### src/rtl/trap_entry_seq.sv
module trap_entry_seq #(
  parameter int NWIN = 8,
  parameter int XLEN = 32,
  parameter int TT_W = 8
) (
  input  logic                     clk,
  input  logic                     rst_n,
  input  logic                     trap_req,
  input  logic [TT_W-1:0]          trap_type,
  input  logic [XLEN-1:0]          pc_in,
  input  logic [XLEN-1:0]          npc_in,
  input  logic [$clog2(NWIN)-1:0]  cwp_in,
  input  logic                     et_in,
  input  logic                     s_in,
  input  logic [XLEN-1:0]          tbr_in,
  output logic                     busy,
  output logic                     error,
  output logic                     rf_we,
  output logic [$clog2(NWIN)-1:0]  rf_win,
  output logic [4:0]               rf_reg,
  output logic [XLEN-1:0]          rf_wdata,
  output logic                     state_we,
  output logic                     done,
  output logic [$clog2(NWIN)-1:0]  new_cwp,
  output logic                     new_et,
  output logic                     new_s,
  output logic                     new_ps,
  output logic [XLEN-1:0]          new_tbr,
  output logic [XLEN-1:0]          new_pc,
  output logic [XLEN-1:0]          new_npc
);
  localparam int CW = $clog2(NWIN);
  localparam logic [4:0] REG_PC  = 5'd17;
  localparam logic [4:0] REG_NPC = 5'd18;
  localparam int TT_LO = 4;
  localparam int BASE_LO = TT_LO + TT_W;

  typedef enum logic [2:0] {S_IDLE, S_WPC, S_WNPC, S_FIN, S_ERR} st_t;

  st_t st;
  logic [TT_W-1:0] tt_q;
  logic [XLEN-1:0] pc_q, npc_q, tbr_q;
  logic [CW-1:0]   win_q;
  logic            s_q;

  always_ff @(posedge clk) begin
    if (!rst_n) begin
      st    <= S_IDLE;
      tt_q  <= '0;
      pc_q  <= '0;
      npc_q <= '0;
      tbr_q <= '0;
      win_q <= '0;
      s_q   <= 1'b0;
    end else begin
      case (st)
        S_IDLE: if (trap_req) begin
          tt_q  <= trap_type;
          pc_q  <= pc_in;
          npc_q <= npc_in;
          tbr_q <= tbr_in;
          win_q <= cwp_in - 1'b1;
          s_q   <= s_in;
          st    <= et_in ? S_WPC : S_ERR;
        end
        S_WPC:   st <= S_WNPC;
        S_WNPC:  st <= S_FIN;
        S_FIN:   st <= S_IDLE;
        default: st <= S_ERR;
      endcase
    end
  end

  assign busy     = (st == S_WPC) || (st == S_WNPC) || (st == S_FIN);
  assign error    = (st == S_ERR);
  assign rf_we    = (st == S_WPC) || (st == S_WNPC);
  assign rf_win   = win_q;
  assign rf_reg   = (st == S_WNPC) ? REG_NPC : REG_PC;
  assign rf_wdata = (st == S_WNPC) ? npc_q : pc_q;
  assign state_we = (st == S_FIN);
  assign done     = (st == S_FIN);
  assign new_cwp  = win_q;
  assign new_et   = 1'b0;
  assign new_s    = 1'b1;
  assign new_ps   = s_q;
  assign new_tbr  = {tbr_q[XLEN-1:BASE_LO], tt_q, {TT_LO{1'b0}}};
  assign new_pc   = new_tbr;
  assign new_npc  = new_tbr + XLEN'(4);
endmodule


### config.mk
export PLATFORM = sky130hd
export DESIGN_NAME = trap_entry_seq
export DESIGN_NICKNAME = d
export VERILOG_FILES = /design/src/rtl/trap_entry_seq.sv
export SDC_FILE = /design/constraint.sdc
export NUM_CORES = 1
export LEC_CHECK = 0
export BUFFER_PORTS_ARGS = -buffer_cell sky130_fd_sc_hd__buf_2
export CORE_MARGIN = 4
export CORE_UTILIZATION = 41
export CTS_CLUSTER_SIZE = 10
export DETAILED_ROUTE_END_ITERATION = 8
export PLACE_DENSITY = 0.81
export SYNTH_ARGS = -nofsm -noshare
export SYNTH_HDL_FRONTEND = slang
export SYNTH_SLANG_ARGS = --single-unit
### constraint.sdc
create_clock -name clk -period 1.4 [get_ports clk]
set_clock_uncertainty 0.1 [all_clocks]
set_input_delay 0 -clock clk [delete_from_list [all_inputs] [get_ports clk]]
set_output_delay 0 -clock clk [all_outputs]
set_load 0.01 [all_outputs]
; ---- Word-level counts from Yosys, hierarchy flattened
; Cells that the tools add are included.
[word_totals]
regBits = 111
latchBits = 0
ram_bits = 0
rom_bits = 0
in_bits = 112
out_inout_bits = 147
wordCells = 23
memories = 0
[classes]
addsub = 2
multipliers = 0
div = 0
magnitude_cmp = 0
n_eq_ne = 5
shift = 0
muxes = 5
n_bitwise = 0
reduce_logical = 4
[ops]
columns = op, count
row1 = adder 32 x 3 -> 32 bit (second input constant), 1
row2 = two-way mux 32 bit, 1
row3 = one-hot mux 3 bit (4 select lines), 1
row4 = == test 3 x 2 -> 1 bit (second input constant), 2
row5 = two-way mux 3 bit, 2
row6 = == test 3 x 1 -> 1 bit (second input constant), 1
row7 = == test 3 bit (second input constant), 1
row8 = logical NOT 3 bit, 1
row9 = subtractor 3 x 1 -> 3 bit (second input constant), 1
row10 = logical OR 1 bit, 2
row11 = two-way mux 2 bit, 1
row12 = inequality test 2 bit (second input constant), 1
row13 = AND reduction 2 bit, 1

; ---- Depth between registers and ports, before layout
; Gate-level depths: netlist (run 1).
[depth]
depth_word = 3
mapped_depth = 7
ltp_nobuf = 5

; ---- Worst setup path before layout (run 1)
; Ideal clock, no wire load.
[synth_path]
path_kind = register -> register
startpoint = register st[2]
endpoint = register tbr_q[12]
setup_time_ns = 0.116
t_arrival_ns = 1.361
required_ns = 1.184
slack_ns = -0.177
stages_incl_launch_ff = 7
path_buffers = 3
synth_period_minus_slack_ns = 1.577
cell_sequence = dfxtp_1 buf_2 or4b_4 buf_6 buf_6 nand2_1 a21boi_1
[synth_between]
elab_chain_len = 2
[synth_rtl]
columns = item, line_no
row1 = start: declaration, 40  ; st_t st;
row2 = start signal: assignment, 64  ; st <= et_in ? S_WPC : S_ERR;
row3 = logical NOT 3 bit, 56  ; case (st)
row4 = AND reduction 2 bit (no source line), --
row5 = end signal: assignment, 61  ; tbr_q <= tbr_in;
row6 = end: declaration, 42  ; logic [XLEN-1:0] pc_q, npc_q, tbr_q;
; No other way between the ends.
; A chain may end at the register's enable or synchronous reset.

; ---- Worst setup path after layout (run 1)
[layout_path]
startpoint = register st[2]
endpoint = output port rf_wdata[10]
[layout_between]
elab_chain_len = 2
[layout_rtl]
columns = item, line_no
row1 = == test 3 x 2 -> 1 bit, 79  ; assign rf_wdata = (st == S_WNPC) ? npc_q : pc_q;
row2 = two-way mux 32 bit, 79
row3 = end: declaration, 21  ; output logic [XLEN-1:0] rf_wdata,
; No other way between the ends.

==> summary.txt, run 1 <==
Final layout
  – Non-Filler Instances: 989
  – Layout cells sized above 1: 60.4%
  – Filler cell count: 666
  – Multi-input gate area: 2950 sq um
  – Fin util: 76.0%
  – Area Growth Syn to Fin: 82.1%
  – Register area: 1990 sq um
  – Nets: 952

Drt
  – Residual DRC: 0
  – Number of iterations in the first detailed-routing pass: 4
  – Vias per std cell: 5.06
  – Via count: 5,009
  – Initial DRC count: 267
  – Post-route ant nets: 0
  – WL/cell: 19.7 um
  – Total Wirelength: 19,500 um

Floorplan
  – Die height: 116 um
  – Full die area: 13,400 sq um
  – Die width: 116 um
  – Core area: 11,400 sq um
  – Row count: 39
  – I/O pins: 259
  – Initial Util: 41.8%

Placed design
  – Input/output buffers: 229
  – Gpl congestion: 0.723
  – Placed cells: 841
  – Hpwl dp: 7770 um

Power
  – Pwr dens: 1020 nW/um^2
  – Power consumption: 8.79 mW
  – Maximum vdd drop: 953 uV
  – Pleak: 4.21 nW

Global route
  – Tot GR Track Use: 23.7%
  – Grt total ovfl: 0
  – First-pass GRT wire length: 24,600 um
  – Met3 usage: 4.96%
  – Largest net degree at the start of global routing: 100
  – GR Util met1: 25.5%
  – Vias in the first global route: 4,861
  – Most crowded layer after global routing: met2
  – Met2 Usage GRT: 44.0%
  – Initial antenna violation count: 3

Worst setup path
  – Worst setup EP type: output port
  – Critical Path Max Stage Delay: 380 ps
  – Worst setup SP type: register
  – Critical Path RT: 1300 ps
  – Slowest stage cell, crit path: dfxtp_4
  – WS Path Type: reg2out
  – CP Cell Sequence: nor3b_4 -> buf_4 -> buf_16 -> mux2_2 -> buf_2
  – CP top delay family: buffers and inverters
  – Buffers and inverters on the worst path: 3
  – Critical Path Fanout Max: 11
  – Worst path arrival time: 1750 ps

Yosys
  – Cell Area, Synth: 4750 sq um
  – Synth warn: 0
  – Synth Area per Inst: 8.59 sq um
  – Post-synthesis sequential area ratio: 41.7%
  – Synth cell types: 22
  – Register bit total from synthesis: 99
  – Post-Synthesis Cells: 553

STA
  – Hold_ws: 23.0 ps
  – Final min period: 1850 ps
  – Final Hold Viols: 0
  – Setup-failing EPs final: 135
  – Final setup TNS: -41,720 ps
  – Setup ws final: -445 ps
  – Tcrit/Tclk final: 132%
  – RSZ-0062 raised after global routing: yes
  – Max Freq: 542 MHz
  – Max Slew Vio Count: 0

Clock network
  – Root buf cell: clkbuf_16
  – Num CTS Buffers: 9
  – CTS Buffer Depth: 2
  – Clock Latency Late Sink: 350 ps
  – # clock sinks: 99
  – H-tree depth: 3
  – Reg clk slew, reported paths: 70 ps
  – TritonCTS clock tree: done

Worst hold path
  – Tightest Hold Check Type: in2reg

Run
  – Max-cap violation count: 0

Status
  – Failing checks: setup timing
  – Status: complete, but fails checks
==> state kept, by name (all words and copies together) (netlist names) <==
register and flops:
st 3, new_cwp 3, npc_q 32, new_ps 1, tbr_q 20, tt_q 8, pc_q 32
==> cells in the mapped netlist <==
library cell	instances	area share [%]
a21boi_0	23	3.6
a21boi_1	70	11
a21oi_1	1	0.11
and2_1	2	0.26
buf_2	14	1.5
buf_4	82	13
buf_6	8	1.9
clkbuf_1	11	0.87
conb_1	2	0.16
dfxtp_1	99	42
ha_1	1	0.26
inv_1	3	0.24
mux2_2	32	7.6
nand2_1	190	15
nor2_1	4	0.32
nor3b_2	1	0.26
nor4b_1	2	0.37
nor4b_2	1	0.32
o211a_1	3	0.63
o21a_1	1	0.16
or4b_4	1	0.29
xnor2_1	2	0.37
==> cells by family (layout without fill, tap and decap cells) <==
kind of cell	count (synthesis)	after routing	share of synthesized area (%)
xor gates and xnor gates	2	2	0.369
other	2	20	0.158
AOI/OAI and AO/OA	98	98	15.6
buffers and inverters	118	393	17.4
DFF	99	99	41.7
adders and majority gates	1	1	0.263
muxes	32	32	7.59
and+or+nand+nor	201	201	16.8
==> worst min-delay path, delay by kind of cell <==
family	cells	cell delay (ps)
AO/OA/AOI/OAI	1	110
adder cells (fa/ha/maj)	1	130
buffers and inverters	2	140
AND/OR/NAND/NOR	1	50
==> timing repair <==
item | CTS | global route
pin swaps | 67 | 111
setup endpoints to repair | 130 | 136
endpoints found under the hold margin | 97 | 0
hold buffers | 97 | 0
resized for setup | 138 | 230
gates cloned | 17 | 7
buffers inserted | 18 | 2
==> area by class of cell <==
type | instances | area share [%]
Inverter | 3 | 0.130
Timing Repair Buffer | 375 | 37.0
Multi-Input combinational cell | 351 | 34.1
Clock buffer | 10 | 2.76
Antenna cell | 3 | 0.0868
Clock inverter | 5 | 0.897
Sequential cell | 99 | 23.0
Tap cell | 143 | 2.07
==> power breakdown <==
group | leakage, nW | switching, mW | internal, mW
registers | 0.814 | 0.243 | 3.04
logic | 3.24 | 1.32 | 1.49
clock network | 0.154 | 1.10 | 1.60
total | 4.21 | 2.66 | 6.13
==> per-layer routing <==
layer,routed length (um),vias to the layer above
met4,653,0
met5,0,-
met3,1480,53
met1,6520,2411
met2,10800,261
li1,-,2284
==> worst paths after layout <==
path                                 from      endpoint  slack, ps  cells after the start
worst min-delay path            cwp_in[1]    new_cwp[1]         20                      5
worst max-delay path                st[2]  rf_wdata[10]       -450                      5
worst max register to register      st[1]      npc_q[6]       -390                      7
worst min register to register  npc_q[28]     npc_q[28]        360                      2
==> layout by cell type, fill, tap and decap left out, drive strengths merged, types with 3 or more instances in the layout <==
master	instances
buf	272
nand2	190
dfxtp	99
dlygate4sd3	97
a21boi	93
mux2	32
conb	17
clkbuf	16
nor2	4
diode	3
inv	3
o211a	3
nor4b	3
==> metrics by stage <==
stage | instance area, sq um | worst slack (ps)
floorplan | 4820 | -146
global placement | 5550 | -114
detailed placement | 5550 | -142
CTS | 7780 | -421
global route | 8650 | -502
finish | 8650 | -445
(Power assumes the default switching activity.)
==> inputs of run 2 (changes only) <==
--- a/config.mk
+++ b/config.mk
@@ -10,7 +10,8 @@
 export CORE_UTILIZATION = 41
 export CTS_CLUSTER_SIZE = 10
 export DETAILED_ROUTE_END_ITERATION = 8
-export PLACE_DENSITY = 0.81
+export PLACE_DENSITY_LB_ADDON = 0.15
+export REMOVE_ABC_BUFFERS = 1
 export SYNTH_ARGS = -nofsm -noshare
 export SYNTH_HDL_FRONTEND = slang
 export SYNTH_SLANG_ARGS = --single-unit
==> summary.txt, run 2 (synthesis results as in run 1) <==
Status
  – Status: complete, but fails checks
  – Failing checks: setup timing

Drt
  – Number of iterations in the first detailed-routing pass: 4
  – Residual DRC: 0
  – Initial DRC count: 159
  – Total Wirelength: 16,800 um
  – Post-route ant nets: 0
  – Via count: 4,788
  – WL/cell: 16.7 um
  – Vias per std cell: 4.75

Worst hold path
  – Hold depth: 3
  – Min-delay src: rst_n
  – Hold Path End: st[2]
  – Tightest Hold Check Type: in2reg

Clock network
  – Clock Latency Late Sink: 330 ps
  – Reg clk slew, reported paths: 60 ps
  – CTS Buffer Depth: 2
  – Num CTS Buffers: 9
  – Root buf cell: clkbuf_16
  – # clock sinks: 99
  – TritonCTS clock tree: done
  – H-tree depth: 3

STA
  – Setup-failing EPs final: 131
  – RSZ-0062 raised after global routing: yes
  – Final min period: 1940 ps
  – Max Freq: 515 MHz
  – Hold_ws: 31.6 ps
  – Setup ws final: -542 ps
  – Final setup TNS: -55,130 ps
  – Tcrit/Tclk final: 139%
  – Max Slew Vio Count: 0
  – Final Hold Viols: 0

Worst setup path
  – Worst setup SP type: register
  – Reg2reg setup slack: -530 ps
  – Critical path startpoint: st[2]
  – Worst setup EP type: output port
  – Cell depth of the worst flop-to-flop path: 8
  – Worst path arrival time: 1840 ps
  – Critical Path RT: 1300 ps
  – Critical Path Fanout Max: 6
  – Reg2reg start: st[2]
  – Worst r2r dst: npc_q[26]
  – WS Path Type: reg2out

Floorplan
  – Row count: 39
  – Full die area: 13,400 sq um
  – Die width: 116 um
  – Die height: 116 um
  – Initial Util: 41.8%
  – I/O pins: 259
  – Core area: 11,400 sq um

Power
  – Maximum vdd drop: 598 uV
  – Power consumption: 8.29 mW
  – Pleak: 4.03 nW
  – Pwr dens: 986 nW/um^2

Placed design
  – Input/output buffers: 229
  – Hpwl dp: 8930 um
  – DP Area: 5600 sq um
  – Placed cells: 845
  – Gpl congestion: 0.728

Global route
  – Vias in the first global route: 4,909
  – Tot GR Track Use: 23.4%
  – First-pass GRT wire length: 24,400 um
  – Grt total ovfl: 0
  – Largest net degree at the start of global routing: 51
  – Initial antenna violation count: 0

Final layout
  – Multi-input gate area: 2430 sq um
  – Layout cells sized above 1: 51.4%
  – Biggest regs: npc_q x32, pc_q x32, tbr_q x20
  – Nets: 972
  – Most common cell after layout, fill and taps aside: buf_2
  – N_diodes: 0
  – Filler cell count: 774
  – Register area: 1980 sq um
  – Non-Filler Instances: 1,007
  – Most frequent cells in the layout: 207 x buf_2, 112 x nand2_1, 97 x dlygate4sd3_1, 97 x dfxtp_1, 81 x a21boi_1
  – Area Growth Syn to Fin: 77.2%
  – Post-route cell area: 8410 sq um

Run
  – Max-cap violation count: 0
## run 2: cell types whose count changed in the layout (fill, tap and decap cells not counted), moves of 4 or more
cell,change
nand2_4,-58
nand2_1,+53
a21boi_1,+33
a21boi_2,-33
buf_16,+7
buf_12,+5
nand2_2,+5
buf_4,+4
buf_6,+4
mux2_2,-4
mux2_4,+4
## run 2: worst max path at each step
stage               depth (start not counted)  slack [ps]           end
detailed placement                          5        -270      pc_q[23]
floorplan                                   3       -3520    new_cwp[0]
global placement                            5        -240  rf_wdata[23]
global route                                6        -580  rf_wdata[23]
CTS                                         7        -550  rf_wdata[23]
finish                                      6        -540  rf_wdata[23]
## run 2: metal layers
layer | wire (um) | GRT usage, %
met1 | 6640 | 27.2
met4 | 308 | 7.50
met5 | 0 | 0
met2 | 8990 | 43.6
met3 | 832 | 4.18
## run 2: critical path, cell delays in order (launching register included)
cell and delay (ps):
dfxtp_2 330, buf_6 120, nor3b_4 270, buf_6 180, buf_8 140, mux2_4 320, buf_6 120
## run 2: layout make-up
cell class	instances	share of cell area [%]
Tap cell	143	2.13
Clock inverter	6	0.387
Timing Repair Buffer	395	42.1
Clock buffer	10	2.72
Multi-Input combinational cell	351	28.9
Sequential cell	99	23.6
Inverter	3	0.134
## run 2: power by group
part / switching [mW] / leakage [nW] / internal, mW / total, mW
Clock: 1.08 / 0.132 / 1.19 / 2.27
Combinational: 1.18 / 3.08 / 1.62 / 2.80
Sequential: 0.182 / 0.813 / 3.04 / 3.22
Total: 2.44 / 4.03 / 5.85 / 8.29
## run 2: repair_timing
item / CTS / global route
setup buffers: 24 / 5
cloned: 21 / 6
hold endpoints to repair: 97 / 0
pin swaps: 15 / 14
endpoints found under the setup margin: 130 / 132
gates resized for setup: 160 / 65
hold buffers: 97 / 0
## run 2: through the flow
| step | util (%) | setup WS (ps) |
|---|---|---|
| 4_1_cts | 71.2 | -555 |
| 3_5_place_dp | 49.3 | -273 |
| 6_report | 74.0 | -542 |
| 2_1_floorplan | - | -3520 |
| 5_1_grt | 74.0 | -580 |
| 3_3_place_gp | 49.3 | -236 |
==> inputs of run 3 (changes only) <==
--- a/config.mk
+++ b/config.mk
@@ -7,7 +7,7 @@
 export LEC_CHECK = 0
 export BUFFER_PORTS_ARGS = -buffer_cell sky130_fd_sc_hd__buf_2
 export CORE_MARGIN = 4
-export CORE_UTILIZATION = 41
+export CORE_UTILIZATION = 45
 export CTS_CLUSTER_SIZE = 10
 export DETAILED_ROUTE_END_ITERATION = 8
 export PLACE_DENSITY_LB_ADDON = 0.15
@@ -15,3 +15,4 @@
 export SYNTH_ARGS = -nofsm -noshare
 export SYNTH_HDL_FRONTEND = slang
 export SYNTH_SLANG_ARGS = --single-unit
+export TNS_END_PERCENT = 5
==> constraint.sdc (replaced) <==
create_clock -name clk -period 2.3 [get_ports clk]
set_clock_uncertainty 0.1 [all_clocks]
set_input_delay 0 -clock clk [delete_from_list [all_inputs] [get_ports clk]]
set_output_delay 0 -clock clk [all_outputs]
set_load 0.01 [all_outputs]
==> summary.txt, run 3 (synthesis results as in run 1) <==
Worst setup path
  – Slowest stage cell, crit path: dfxtp_1
  – Worst r2r dst: pc_q[16]
  – Critical Path Max Stage Delay: 540 ps
  – Worst path arrival time: 2070 ps
  – Critical path startpoint: st[1]
  – WS Path Type: reg2out
  – Buffers and inverters on the worst path: 2
  – CP Cell Sequence: nor3b_4 -> buf_4 -> mux2_2 -> buf_2
  – Reg2reg start: st[0]
  – CP endpoint: rf_wdata[13]
  – CP top delay family: flip-flops
  – Critical Path Fanout Max: 23
  – Worst setup SP type: register
  – Worst setup EP type: output port
  – Reg2reg setup slack: 490 ps
  – Cell depth of the worst flop-to-flop path: 4
  – WP depth: 4
  – Critical Path RT: 2200 ps

Power
  – Seq pwr share: 49.1%
  – Cell Int Power: 2.79 mW
  – Pwr dens: 596 nW/um^2
  – Sw frac: 29.2%
  – Pleak: 3.22 nW
  – NetSw: 1.15 mW
  – Logic pwr share: 24.7%
  – Clock share of power: 26.2%
  – Power consumption: 3.93 mW
  – Maximum vdd drop: 312 uV

Status
  – Status: complete, no violations

Drt
  – Initial DRC count: 226
  – Total Wirelength: 12,900 um
  – Residual DRC: 0
  – Via count: 4,385
  – WL/cell: 13.7 um
  – Vias per std cell: 4.65
  – Number of iterations in the first detailed-routing pass: 6
  – Post-route ant nets: 0

Global route
  – Largest net degree at the start of global routing: 60
  – Tot GR Track Use: 21.1%
  – First-pass GRT wire length: 21,300 um
  – Initial antenna violation count: 0
  – Grt total ovfl: 0
  – Vias in the first global route: 4,456

Floorplan
  – Initial Util: 46.0%
  – Die width: 111 um
  – Core area: 10,300 sq um
  – Full die area: 12,300 sq um
  – Die height: 111 um
  – I/O pins: 259
  – Row count: 37

Final layout
  – Most common cell after layout, fill and taps aside: buf_2
  – Non-Filler Instances: 942
  – Nets: 914
  – N_diodes: 0
  – Filler cell count: 859
  – Register area: 1980 sq um
  – Most frequent cells in the layout: 229 x buf_2, 190 x nand2_1, 99 x dlygate4sd3_1, 99 x dfxtp_1, 70 x a21boi_1
  – Area Growth Syn to Fin: 39.0%
  – Layout cells sized above 1: 35.4%
  – Multi-input gate area: 2010 sq um
  – Biggest regs: npc_q x32, pc_q x32, tbr_q x20

STA
  – Final Hold Viols: 0
  – Tcrit/Tclk final: 94.3%
  – Max Freq: 461 MHz
  – Worst slew margin: 60.2%
  – Worst-Margin Slew: 597 ps
  – Max Slew Vio Count: 0
  – Final min period: 2170 ps
  – Setup-failing EPs final: 0
  – RSZ-0062 raised after global routing: no

Worst hold path
  – Tightest Hold Check Type: in2reg

Clock network
  – CTS Buffer Depth: 2
  – Root buf cell: clkbuf_8
  – # clock sinks: 99
  – H-tree depth: 3
  – TritonCTS clock tree: done
  – Post-CTS setup buffers: 0
  – Reg clk slew, reported paths: 80 ps
  – Num CTS Buffers: 9
  – PostCTS Resize Cnt: 0
  – Clock Latency Late Sink: 360 ps

Placed design
  – Gpl congestion: 0.731
  – Placed cells: 827
  – Input/output buffers: 229
  – Hpwl dp: 8400 um

Run
  – Max-cap violation count: 0
run 3: changes by cell type in the layout (fill, tap and decap cells not counted), moves of 22 or more:
cell      previous run  this run
nand2_1            112       190
a21boi_0             0        23
nand2_2             65         0
mux2_4              23         0
buf_2              207       229
buf_6               38         0
mux2_2               9        32
run 3: how the worst min path moves through the flow:
stage	start	endpoint	slack, ps	cells after the start
5_1_grt	rst_n	st[2]	100	2
3_3_place_gp	trap_type[2]	tt_q[2]	140	3
2_1_floorplan	rst_n	st[2]	20	1
6_report	rst_n	st[2]	80	2
4_1_cts	rst_n	st[2]	80	2
3_5_place_dp	tbr_in[25]	tbr_q[25]	150	3
run 3: timing repair:
action | CTS | global route
hold buffers | 99 | 0
endpoints found under the setup margin | 0 | 0
hold endpoints to repair | 98 | 0
run 3: worst register-to-register path, cell delays in order, from the launching register on:
cell      delay [ps]
dfxtp_1          430
or4b_4           740
buf_12           240
nand2_1          110
a21boi_0          80
run 3: area by class of cell:
type                            count  share of cell area, %
Clock inverter                      1                  0.114
Tap cell                          136                   2.58
Multi-Input combinational cell    351                   30.4
Sequential cell                    99                   30.0
Clock buffer                       15                   2.52
Inverter                            3                  0.171
Timing Repair Buffer              337                   34.2
run 3: power by group through the flow:
stage                     Sequential (mW)  Clock (mW)  Combinational (mW)
final                                1.93        1.03               0.974
after global routing                 1.95        1.14                1.07
after CTS                            1.93        1.07               0.978
after detailed placement             1.97           0               0.841
after global placement               1.96           0               0.829
after floorplan                      2.02           0               0.387
run 3: stage by stage:
stage | setup TNS (ps) | hold WS, ps | util [%] | area [sq um] | worst slack [ps]
finish | 0 | 80.2 | 63.9 | 6600 | 131
floorplan | -249380 | 17.8 | - | 3990 | -2620
global placement | 0 | 139 | 52.7 | 5440 | 543
detailed placement | 0 | 146 | 52.7 | 5440 | 489
global route | 0 | 103 | 63.9 | 6600 | 25.1
CTS | 0 | 80.1 | 63.9 | 6600 | 104
run 3: layer usage:
metal	track usage, %	vias to the layer above	wire [um]
met5	0	-	0
met4	6.90	0	267
met3	5.57	21	892
met2	38.6	174	6590
met1	23.6	2017	5130
li1	-	2173	-
